[config.mk]
export PLATFORM = sky130hd
export DESIGN_NAME = irq_prio_resolver
export DESIGN_NICKNAME = d
export VERILOG_FILES = /design/src/rtl/irq_pkg.sv /design/src/rtl/irq_pick.sv /design/src/rtl/irq_req_latch.sv /design/src/rtl/irq_prio_resolver.sv
export SDC_FILE = /design/constraint.sdc
export NUM_CORES = 1
export LEC_CHECK = 0
export ABC_CLOCK_PERIOD_IN_PS = 5400
export BUFFER_PORTS_ARGS = -buffer_cell sky130_fd_sc_hd__buf_2
export CAP_MARGIN = 5
export CORE_ASPECT_RATIO = 0.75
export CORE_MARGIN = 3
export CORE_UTILIZATION = 53
export DETAILED_ROUTE_END_ITERATION = 16
export PLACE_DENSITY = 0.77
export SYNTH_ARGS = -nofsm -noshare
export SYNTH_HDL_FRONTEND = slang
export SYNTH_SLANG_ARGS = --single-unit
[constraint.sdc]
create_clock -name clk_i -period 5.4 [get_ports clk_i]
set_clock_uncertainty 0.2 [all_clocks]
set_input_delay 1.08 -clock clk_i [delete_from_list [all_inputs] [get_ports clk_i]]
set_output_delay 1.08 -clock clk_i [all_outputs]
set_load 0.005 [all_outputs]
[src/rtl/irq_pkg.sv]
package irq_pkg;
  // {rot, sel, eoi}
  typedef enum logic [2:0] {
    CMD_AROT_CLR = 3'b000,
    CMD_NS_EOI   = 3'b001,
    CMD_NOP      = 3'b010,
    CMD_SP_EOI   = 3'b011,
    CMD_AROT_SET = 3'b100,
    CMD_ROT_NS   = 3'b101,
    CMD_SET_PRIO = 3'b110,
    CMD_ROT_SP   = 3'b111
  } cmd_e;
endpackage

[src/rtl/irq_pick.sv]
module irq_pick #(
  parameter int N = 8,
  localparam int W = $clog2(N)
) (
  input  logic [N-1:0] vec_i,
  input  logic [W-1:0] low_i,
  output logic         found_o,
  output logic [W-1:0] idx_o
);
  always_comb begin
    found_o = 1'b0;
    idx_o   = '0;
    // scan from lowest to highest priority; last hit wins
    for (int k = N - 1; k >= 0; k--) begin
      if (vec_i[W'(low_i + W'(1) + W'(k))]) begin
        found_o = 1'b1;
        idx_o   = W'(low_i + W'(1) + W'(k));
      end
    end
  end

  always_comb begin
    if (found_o) a_r5_pick_hit: assert (vec_i[idx_o]);
  end
endmodule

[src/rtl/irq_req_latch.sv]
module irq_req_latch #(
  parameter int N = 8
) (
  input  logic         clk_i,
  input  logic         rst_ni,
  input  logic [N-1:0] irq_i,
  input  logic         level_i,
  input  logic [N-1:0] clr_i,
  output logic [N-1:0] irr_o
);
  logic [N-1:0] prev_q, irr_q, rise;

  assign rise  = irq_i & ~prev_q;
  assign irr_o = irr_q;

  always_ff @(posedge clk_i or negedge rst_ni) begin
    if (!rst_ni) begin
      prev_q <= '0;
      irr_q  <= '0;
    end else begin
      prev_q <= irq_i;
      irr_q  <= level_i ? irq_i : ((irr_q & ~clr_i) | rise);
    end
  end

  a_r4_no_edge_no_set: assert property (@(posedge clk_i) disable iff (!rst_ni)
    (!level_i && (rise == '0)) |=> ((irr_q & ~$past(irr_q)) == '0));
endmodule

[src/rtl/irq_prio_resolver.sv]
module irq_prio_resolver
  import irq_pkg::*;
#(
  parameter int NUM_IRQ = 8,
  localparam int W = $clog2(NUM_IRQ)
) (
  input  logic               clk_i,
  input  logic               rst_ni,
  input  logic [NUM_IRQ-1:0] irq_i,
  input  logic               level_mode_i,
  input  logic               mask_wr_i,
  input  logic [NUM_IRQ-1:0] mask_i,
  input  logic               smm_wr_i,
  input  logic               smm_set_i,
  input  logic               auto_eoi_i,
  input  logic               cmd_valid_i,
  input  logic               cmd_rot_i,
  input  logic               cmd_sel_i,
  input  logic               cmd_eoi_i,
  input  logic [W-1:0]       cmd_lvl_i,
  input  logic               ack_i,
  output logic               irq_o,
  output logic [W-1:0]       win_idx_o,
  output logic [NUM_IRQ-1:0] isr_o,
  output logic [NUM_IRQ-1:0] irr_o
);
  logic [NUM_IRQ-1:0] isr_q, imr_q, irr, pend, irr_clr, isr_set, isr_clr;
  logic [W-1:0]       low_q, low_d, p_idx, s_idx, p_rank, s_rank;
  logic               smm_q, arot_q, arot_d, p_found, s_found, ack_take;
  cmd_e               cmd;

  assign cmd  = cmd_e'({cmd_rot_i, cmd_sel_i, cmd_eoi_i});
  assign pend = irr & ~imr_q;

  irq_req_latch #(.N(NUM_IRQ)) u_latch (
    .clk_i, .rst_ni, .irq_i, .level_i(level_mode_i), .clr_i(irr_clr), .irr_o(irr)
  );

  irq_pick #(.N(NUM_IRQ)) u_pend_pick (
    .vec_i(pend), .low_i(low_q), .found_o(p_found), .idx_o(p_idx)
  );

  irq_pick #(.N(NUM_IRQ)) u_svc_pick (
    .vec_i(isr_q), .low_i(low_q), .found_o(s_found), .idx_o(s_idx)
  );

  // rank 0 = highest priority
  assign p_rank = W'(p_idx - low_q - W'(1));
  assign s_rank = W'(s_idx - low_q - W'(1));

  assign irq_o    = p_found && (smm_q || !s_found || (p_rank < s_rank));
  assign ack_take = ack_i && irq_o;
  assign irr_clr  = ack_take ? (NUM_IRQ'(1) << p_idx) : '0;
  assign isr_set  = (ack_take && !auto_eoi_i) ? (NUM_IRQ'(1) << p_idx) : '0;

  always_comb begin
    isr_clr = '0;
    arot_d  = arot_q;
    low_d   = (ack_take && auto_eoi_i && arot_q) ? p_idx : low_q;
    if (cmd_valid_i) begin
      unique case (cmd)
        CMD_NS_EOI:   if (s_found) isr_clr = NUM_IRQ'(1) << s_idx;
        CMD_ROT_NS:   if (s_found) begin
                        isr_clr = NUM_IRQ'(1) << s_idx;
                        low_d   = s_idx;
                      end
        CMD_SP_EOI:   isr_clr = NUM_IRQ'(1) << cmd_lvl_i;
        CMD_ROT_SP:   begin
                        isr_clr = NUM_IRQ'(1) << cmd_lvl_i;
                        low_d   = cmd_lvl_i;
                      end
        CMD_SET_PRIO: low_d  = cmd_lvl_i;
        CMD_AROT_SET: arot_d = 1'b1;
        CMD_AROT_CLR: arot_d = 1'b0;
        default:      ;
      endcase
    end
  end

  always_ff @(posedge clk_i or negedge rst_ni) begin
    if (!rst_ni) begin
      isr_q  <= '0;
      imr_q  <= '0;
      low_q  <= W'(NUM_IRQ - 1);
      smm_q  <= 1'b0;
      arot_q <= 1'b0;
    end else begin
      isr_q  <= (isr_q | isr_set) & ~isr_clr;
      low_q  <= low_d;
      arot_q <= arot_d;
      if (mask_wr_i) imr_q <= mask_i;
      if (smm_wr_i)  smm_q <= smm_set_i;
    end
  end

  assign win_idx_o = p_idx;
  assign isr_o     = isr_q;
  assign irr_o     = irr;

  a_r2_mask_blocks: assert property (@(posedge clk_i) disable iff (!rst_ni)
    irq_o |-> !imr_q[win_idx_o]);
  a_r6_not_in_service: assert property (@(posedge clk_i) disable iff (!rst_ni)
    (irq_o && !smm_q) |-> !isr_q[win_idx_o]);
  a_r7_ack_sets_isr: assert property (@(posedge clk_i) disable iff (!rst_ni)
    (ack_i && irq_o && !auto_eoi_i && !cmd_valid_i) |=> isr_q[$past(win_idx_o)]);
  a_r11_aeoi_keeps_isr: assert property (@(posedge clk_i) disable iff (!rst_ni)
    (ack_i && irq_o && auto_eoi_i && !cmd_valid_i) |=> (isr_q == $past(isr_q)));
  a_r10_set_prio: assert property (@(posedge clk_i) disable iff (!rst_ni)
    (cmd_valid_i && cmd == CMD_SET_PRIO) |=> (low_q == $past(cmd_lvl_i)));
  a_r13_nop_stable: assert property (@(posedge clk_i) disable iff (!rst_ni)
    (cmd_valid_i && cmd == CMD_NOP && !ack_i) |=> ($stable(isr_q) && $stable(low_q)));
endmodule

Word level (Yosys, flattened, before mapping):

Cells that the tools add are included.

* bits in registers: 37
* input bits: 31
* output and inout bits: 20

* add/sub/neg operators: 12
* magnitude comparators: 9
* eq/ne operators: 6
* shifts and indexed selects: 3
* multiplexer cells: 75
* bitwise operators: 10
* reductions and logical operators: 15

Operators with widths (count)
* $mux 3: 19
* $bmux 1 s3: 16
* $mux 8: 5
* $and 8x8->8: 4
* $lt 3x4->1 const B: 8
* $mux 1: 32
* $not 8->8: 4
* $shl 1x3->8 const A: 3
* $or 8x8->8: 2
* $pmux 8 s2: 1
* $add 3x3->3 const B: 4
* $eq 3x3->1 const B: 4
* $add 3x1->3 const B: 2
* $add 3x2->3 const B: 2
* $pmux 3 s2: 1
* $reduce_or 2->1: 3
* $sub 3x1->3 const B: 2
* $sub 3x3->3: 2
* $logic_and 1x1->1: 5
* $eq 3x1->1 const B: 1
* $eq 3x2->1 const B: 1
* $logic_not 3->1: 1
* $lt 3x3->1: 1
* $logic_not 1->1: 2
* 4 further kinds: 5

Longest topological paths before layout:

Gate-level depths: netlist of the first run.

* depth after elaboration: 24
* mapped depth: 24
* mapped depth without buffers: 20

Cells and area by module:

From an unflattened synthesis of the first run, not the netlist that was laid out.

* cell total of the unflattened synthesis: 374
* area total of the unflattened synthesis: 3789.9 µm²

By module, submodules not included
* irq_pick: instances 2, cells each 87, area an instance 869.6 µm²
* irq_prio_resolver: instances 1, cells each 159, area an instance 1453.9 µm²
* irq_req_latch: instances 1, cells each 41, area an instance 596.8 µm²

Worst setup path before layout of the first run:

Ideal clock, no wire load.

* kind: register -> output
* start: register low_q[0]
* end: output irq_o
* arrival: 4533 ps
* data required time: 4120 ps
* setup slack: -413 ps
* cell stages (with the launch flop): 18
* cell sequence: dfstp_2 inv_2 ha_1 or4bb_2 and4_4 mux2_2 or3_1 o211ai_1 a21o_1 inv_1 buf_2 fa_1 xnor2_1 xnor2_1 ha_1 nor2b_1 o221ai_2 o31a_1

* longest elaborated chain between the ends: 17
* elaborated cells between the ends (all ways): 81
* those cells by class: 12 x add/sub; 1 x order compare; 64 x mux; 4 x reduce/logical

Ends and longest elaborated chain
* start: declaration: RTL line irq_prio_resolver.sv:28 `logic [W-1:0] low_q, low_d, p_idx, s_idx, p_rank, s_rank;`
* start signal: assignment: RTL line irq_prio_resolver.sv:84 `low_q <= W'(NUM_IRQ - 1);`
* start signal: assignment: RTL line irq_prio_resolver.sv:89 `low_q <= low_d;`
* $add 3x1->3 (*): RTL line irq_pick.sv:15, irq_pick.sv:17
* $add 3x3->3: RTL line irq_pick.sv:15, irq_pick.sv:17
* $bmux 1 s3: RTL line irq_pick.sv:15 `if (vec_i[W'(low_i + W'(1) + W'(k))]) begin`
* $mux 1 (not written as such): RTL line irq_pick.sv:15
* $mux 3 (7 in a row): RTL line irq_pick.sv:15
* $mux 3 (*): RTL line irq_pick.sv:15
* net win_idx_o[1]: RTL line irq_prio_resolver.sv:23 `output logic [W-1:0] win_idx_o,`
* $sub 3x3->3 (*): RTL line irq_prio_resolver.sv:48 `assign p_rank = W'(p_idx - low_q - W'(1));`
* $sub 3x1->3 (*): RTL line irq_prio_resolver.sv:48
* $lt 3x3->1 (*): RTL line irq_prio_resolver.sv:51 `assign irq_o = p_found && (smm_q || !s_found || (p_rank < s_rank));`
* $logic_or 1x1->1 (*): RTL line irq_prio_resolver.sv:51
* $logic_and 1x1->1 (*): RTL line irq_prio_resolver.sv:51
* end: declaration: RTL line irq_prio_resolver.sv:22 `output logic irq_o,`

Mark *: on every way through the listed nets, which the timed path passes. The rest lies on a longest branch. The select of a mux whose other input is x is not followed.

Worst setup path in the final report of the first run:

* start: register low_q[0]
* end: output irq_o

* longest elaborated chain between the ends: 17
* elaborated cells between the ends (all ways): 81
* those cells by class: 12 x add/sub; 1 x order compare; 64 x mux; 4 x reduce/logical

Ends and longest elaborated chain (RTL line)
* $add 3x1->3: irq_pick.sv:15, irq_pick.sv:17
* $add 3x3->3: irq_pick.sv:15, irq_pick.sv:17
* $bmux 1 s3: irq_pick.sv:15
* $mux 1 (not written as such): irq_pick.sv:15
* $mux 3 (8 in a row): irq_pick.sv:15
* $sub 3x3->3 (on tied branches): irq_prio_resolver.sv:48, irq_prio_resolver.sv:49
* $sub 3x1->3 (on tied branches): irq_prio_resolver.sv:48, irq_prio_resolver.sv:49
* $lt 3x3->1: irq_prio_resolver.sv:51
* $logic_or 1x1->1: irq_prio_resolver.sv:51
* $logic_and 1x1->1 (*): irq_prio_resolver.sv:51

Mark *: on every way between the ends. The rest lies on a longest branch, timed or not. The select of a mux whose other input is x is not followed.

==> metrics.yaml, run 1 <==
fin_ws_ns: -0.425
dp_hpwl_mm: 9.02
yosysMostFrequentCell: "nand2_1"
maxSlewHeadroom_pct: 44.1
drtAntennaViolNets: 0
clk_latency_ns: 0.31
period_share_pct: 108
grt_max_degree: 38
final_cells: 588
crit_type: "reg -> out"
die_y_um: 79.3
synth_top_area_share_pct: 22.4
synth_top_area_cell: "dfrtp_1"
clock_path_buffers: 2
crit_path_end_kind: "output port"
grt_pass1_wl_mm: 19.6
ys.flop_type: "dfrtp_1"
synthArstFlopShare_pct: 100
placeableCoreArea_um2: 6860
port_buffers: 50
root_buffer: "clkbuf_8"
ys_seq_elements: 37
gp_congestion: 1.01
rsz0062_at_grt: "true"
antenna_found_initial: 0
synth_edf_count: 0
dieArea_um2: 8220
firstDrtPassIters: 5
synth_nets: 438
vias: 3832
final.min_clock_period_ns: 5.82
num_rows: 26
start_kind: "flip-flop"
grt_pass1_vias: 3703
drt_drc_violations_left: 0
worstMarginPinSlew_ns: 0.838
wire_per_inst_um: 20.4
status: "finished, violations left"
cp.arrival_ns: 4.54
fmax_ghz: 0.172
netlist_top_cells_area: "dfrtp_1 22%, mux2_2 8.6%, mux4_2 7.7%"
ys_seq_area_share_pct: 24.5
crit_slowest_cell: "dfstp_2"
violations: "setup timing"
vias_per_cell: 6.52
die_w_um: 104
htreeDepth: 2
cp_max_fo: 7
synth_cell_types: 85
finish.net_count: 528
hold_path_class: "reg -> reg"
cpLargestDelayFamily: "simple AND/OR/NAND/NOR gates"
critPathBufInv: 4
initial_core_util_pct: 55.2
syn_to_final_growth_pct: 23.4
cap_violations: 0
syn_area_um2: 3790
placed_cells: 572
grt_use_total_pct: 29.7
clock-sinks: 37
drive_gt1_share_pct: 42.2
hold_viol: 0
crit_chain: "inv_4 > ha_4 > buf_4 > or4b_4 > and4_4 > mux2_4 > or3_1 > o211ai_1 > a21o_1 > inv_2 > fa_2 > xnor2_2 > xnor2_1 > ha_1 > nor2b_1 > o221ai_2 > o31a_1 > buf_2"
drv_slew: 0
clkSlewWorstSetupHoldPaths_ns: 0.09
synthCells: 399
yosysWarningCount: 0
cpPeakStageDelay_ns: 0.56
avgSynthCellArea_um2: 9.50
cts_tree: "done"
ioPinCount: 51
cts-buffers-inserted: 5
wirelength_mm: 12.0
crit_required_ns: 4.12
overflow: 0
setup_viol: 3
diodes: 0
drtIter0Drc: 426
synthTopCellsByCount: "38 x nand2_1, 34 x dfrtp_1, 29 x mux2_2, 20 x o21ai_0, 18 x inv_1"
logic make-up after synthesis:
logic type	share of synthesized area (%)
flip-flops	24.5
AO/OA/AOI/OAI	21.0
XOR/XNOR	3.07
adder cells (fa/ha/maj)	3.04
AND/OR/NAND/NOR	22.6
buffers and inverters	6.20
multiplexers	19.6
per-layer routing:
metal  vias to the layer above  global-route usage (%)  part of all wire, %
met1                      1855                    42.9                   44
met4                         0                    7.70                  1.1
met2                       215                    45.7                   45
met5                         -                       0                    0
met3                        15                    6.26                  9.4
li1                       1747                       -                    -
timing repair:
item | 4_1_cts | 5_1_grt
setup buffers | 6 | 2
resized for setup | 13 | 14
pin swaps | 9 | 10
setup endpoints to repair | 4 | 15
hold buffers | 0 | 0
flip-flops by register name, summed over array words and instances, names as in the netlist:
signal and flops:
arot_q 1, imr_q 8, isr_o 8, low_q 3
smm_q 1, u_latch.irr_o 8, u_latch.prev_q 8
worst reg2reg max path, cell delays in order (launching register included):
cell      delay, ns
dfstp_2        0.56
inv_4          0.05
ha_4           0.25
buf_4          0.17
or4b_4         0.50
and4_4         0.22
mux2_4         0.29
or3_1          0.31
o211ai_1       0.09
a21o_1         0.21
inv_2          0.08
fa_2           0.37
xnor2_2        0.15
xnor2_1        0.14
ha_1           0.31
nor2b_1        0.13
o221ai_2       0.14
buf_4          0.15
o311ai_4       0.12
or2_4          0.27
or4_4          0.43
a221oi_4       0.27
path summary, 6_finish.rpt:
check                                        start              endpoint  slack, ns  depth (start not counted)
worst max-delay path            low_q[0]$_DFF_PN1_                 irq_o      -0.42                         18
worst min-delay path            arot_q$_DFFE_PN0P_    arot_q$_DFFE_PN0P_       0.35                          1
worst max register to register  low_q[0]$_DFF_PN1_    isr_o[2]$_DFF_PN0_      -0.06                         21
worst min register to register  arot_q$_DFFE_PN0P_    arot_q$_DFFE_PN0P_       0.35                          1
max in group asynchronous                   rst_ni  imr_q[1]$_DFFE_PN0P_       3.79                          1
min in group asynchronous                   rst_ni    isr_o[0]$_DFF_PN0_       0.67                          1
per-stage QoR:
step | setup TNS [ns] | worst slack [ns] | utilization, % | cell area, µm² | hold WS (ns)
global route | -1.30 | -0.592 | 68.2 | 4680 | 0.378
global placement | -0.0510 | -0.0510 | 64.2 | 4410 | 0.315
floorplan | -0.110 | -0.110 | - | 3830 | 0.281
CTS | -0.395 | -0.395 | 66.9 | 4590 | 0.346
detailed placement | -0.152 | -0.103 | 64.2 | 4410 | 0.322
finish | -0.499 | -0.425 | 68.2 | 4680 | 0.346
final cells by class:
class | count | area (µm²)
tap | 98 | 123
inverter | 22 | 88.8
sequential | 37 | 930
clock inverter | 3 | 25.0
clock buffer | 5 | 68.8
fill | 552 | 2180
timing repair buffer | 106 | 691
multi-input combinational | 317 | 2750
cells in the final DEF, fill, tap and decap left out, types with 3 or more instances in the layout:
master,n
buf_4,53
nand2_1,38
ha_1,3
nand4_1,3
o211ai_1,7
nor2b_1,10
clkbuf_8,5
nand3_1,6
a221oi_1,5
mux2_4,3
nand2b_1,4
a31oi_1,4
and4b_1,3
a211oi_1,5
o22ai_1,3
nor3_1,5
a21oi_1,13
a41oi_1,5
buf_2,50
nor4_1,13
nor2_1,16
o21ai_0,19
and3_1,4
dfrtp_1,34
mux2i_1,9
inv_1,15
o21bai_1,3
nor4_2,6
xor2_1,4
xnor2_1,3
mux4_2,13
mux2i_2,3
inv_2,3
mux2_2,26
nor3b_1,3
dfstp_2,3
nand3b_1,4
Power of run 1 is left out: the tool's default activity adds up to more than one toggle a clock period on the data nets, which glitch-free logic cannot reach.
==> run 2, diff against run 1 <==
- ABC_CLOCK_PERIOD_IN_PS: 5400 -> 6400
- CORE_UTILIZATION: 53 -> 55
- clock period: 5.4 -> 6.4 ns (I/O delays scaled with it)
==> metrics.yaml, run 2 (synthesized netlist as in run 1, its figures left out) <==
crit_required_ns: 4.92  # +0.80 ns
grt_pass1_wl_mm: 18.3  # -6.7%
place_ws_ns: 0.252  # +0.355 ns
crit_path_end_kind: "output port"
clkSlewWorstSetupHoldPaths_ns: 0.09  # about the same
ioPinCount: 51  # unchanged
r2r_end: "isr_o[0]$_DFF_PN0_"
min_path_cells: 1  # unchanged
status: "finished, final reports clean"
clock-sinks: 37  # unchanged
htreeDepth: 2  # unchanged
finish.net_count: 517  # -2.1%
antenna_found_initial: 0  # unchanged
grt_pass1_vias: 3485  # -5.9%
vias: 3887  # +1.4%
min_to: "arot_q$_DFFE_PN0P_"
multi_input_area_um2: 2750  # about the same
timing.rr.start: "low_q[0]$_DFF_PN1_"
drt_drc_violations_left: 0  # unchanged
fin_ws_ns: 0.0921  # +0.517 ns
initial_core_util_pct: 58.6  # +3.3 points
hold_start: "arot_q$_DFFE_PN0P_"
num_rows: 25  # -3.8%
cap_violations: 0  # unchanged
rsz0062_at_grt: "true"
dpl_cell_area_um2: 4160  # -5.5%
maxSlewHeadroom_pct: 35.7  # -8.4 points
clock_path_buffers: 2  # unchanged
tns_ns: 0  # +0.499 ns
cp_max_fo: 6  # -1
cts_tree: "done"
drv_slew: 0  # unchanged
worstMarginPinSlew_ns: 0.957  # +0.119 ns
syn_to_final_growth_pct: 21.9
cp.arrival_ns: 4.83  # +0.29 ns
drtAntennaViolNets: 0  # unchanged
diodes: 0  # unchanged
grt_max_degree: 38  # unchanged
root_buffer: "clkbuf_8"
layout_common_cells: "50 x buf_2, 38 x nand2_1, 38 x buf_4"
dp_hpwl_mm: 8.31  # -7.9%
die_y_um: 77.9  # -1.7%
layout_commonest_cell: "buf_2"
drtIter0Drc: 325  # -24%
wire_per_inst_um: 21.5  # +5.8%
drive_gt1_share_pct: 38.8  # -3.4 points
crit_slowest_cell: "dfstp_2"
reg2reg_slack_ns: 0.59  # +0.65 ns
period_share_pct: 98.6
port_buffers: 50  # unchanged
setup_viol: 0  # -3
vias_per_cell: 6.94  # +6.5%
hold_viol: 0  # unchanged
grt_use_total_pct: 29.2  # -0.58 points
firstDrtPassIters: 5  # unchanged
placeableCoreArea_um2: 6470  # -5.7%
clk_latency_ns: 0.31  # about the same
start_kind: "flip-flop"
fin_area_um2: 4620  # -1.2%
cpPeakStageDelay_ns: 0.57  # about the same
die_w_um: 102  # -1.7%
cts-buffers-inserted: 5  # unchanged
cts_hold_buf: 0  # unchanged
crit_type: "reg -> out"
regArea_um2: 930  # unchanged
overflow: 0  # unchanged
fillCellCount: 506  # -8.3%
wirelength_mm: 12.1  # +0.73%
final.min_clock_period_ns: 6.31
hold_path_class: "reg -> reg"
reg2reg_depth: 23  # +9.5%
fmax_ghz: 0.159
dieArea_um2: 7940  # -3.4%
crit_chain: "inv_2 > ha_4 > buf_12 > buf_12 > xor3_2 > mux2i_4 > a211oi_2 > nor4_2 > a31oi_1 > o211a_1 > inv_2 > ha_4 > fa_2 > xor2_1 > xnor2_1 > ha_1 > nor2b_2 > o221ai_2 > o31a_1 > buf_2"
gp_congestion: 0.968  # -4.2%
run 2: cell count changes in the layout (fill, tap and decap cells not counted), sizes merged:
cell / previous run / this run
buf: 106 / 93
clkbuf: 5 / 7
clkinv: 2 / 3
clkinvlp: 2 / 1
run 2: final cells by class:
| type | instances | area share (%) |
|---|---|---|
| clock buffers | 5 | 1.49 |
| clock inverters | 3 | 0.541 |
| inverters | 22 | 1.79 |
| multi-input cells | 317 | 59.5 |
| flip-flops and latches | 37 | 20.1 |
| well taps | 81 | 2.19 |
| repair buffers | 95 | 14.3 |
run 2: how the worst max path moves through the flow:
stage / startpoint / cells after the start / slack (ns) / endpoint
6_report: low_q[0]$_DFF_PN1_ / 20 / 0.09 / irq_o
5_1_grt: low_q[0]$_DFF_PN1_ / 20 / -0.1 / irq_o
4_1_cts: low_q[0]$_DFF_PN1_ / 19 / 0.01 / irq_o
3_5_place_dp: low_q[0]$_DFF_PN1_ / 20 / 0.25 / irq_o
3_3_place_gp: low_q[0]$_DFF_PN1_ / 18 / 0.31 / irq_o
2_1_floorplan: low_q[0]$_DFF_PN1_ / 17 / 0.39 / irq_o
run 2: repair_timing:
| action | 4_1_cts | 5_1_grt |
|---|---|---|
| pin swaps | 2 | 9 |
| endpoints found under the hold margin | 0 | 0 |
| gates resized for setup | 6 | 30 |
| endpoints found under the setup margin | 1 | 1 |
| setup buffers | 3 | 17 |
| gates cloned | 0 | 2 |
run 2: layer usage:
layer	global-route usage [%]	wire length, µm	vias to the layer above
met2	40.1	5250	262
met3	8.18	1460	31
met4	7.73	264	0
met1	44.6	5080	1870
met5	0	0	-
li1	-	-	1724
run 2: critical path: cells and delay by family, from the launching register on:
kind            cells  cell delay, ns
mux                 1            0.22
simple gates        2            0.22
fa+ha+maj           4            1.13
xor+xnor            3            0.79
compound gates      5            1.10
buf+inv             5            0.49
flops               1            0.57
run 2: metrics by stage:
stage | hold WS, ns | std cells | utilization [%]
floorplan | 0.281 | 399 | -
global placement | 0.319 | 530 | 64.3
detailed placement | 0.316 | 530 | 64.3
CTS | 0.337 | 541 | 66.6
global route | 0.356 | 560 | 71.4
finish | 0.340 | 560 | 71.4
Power of run 2 is left out for the same reason.
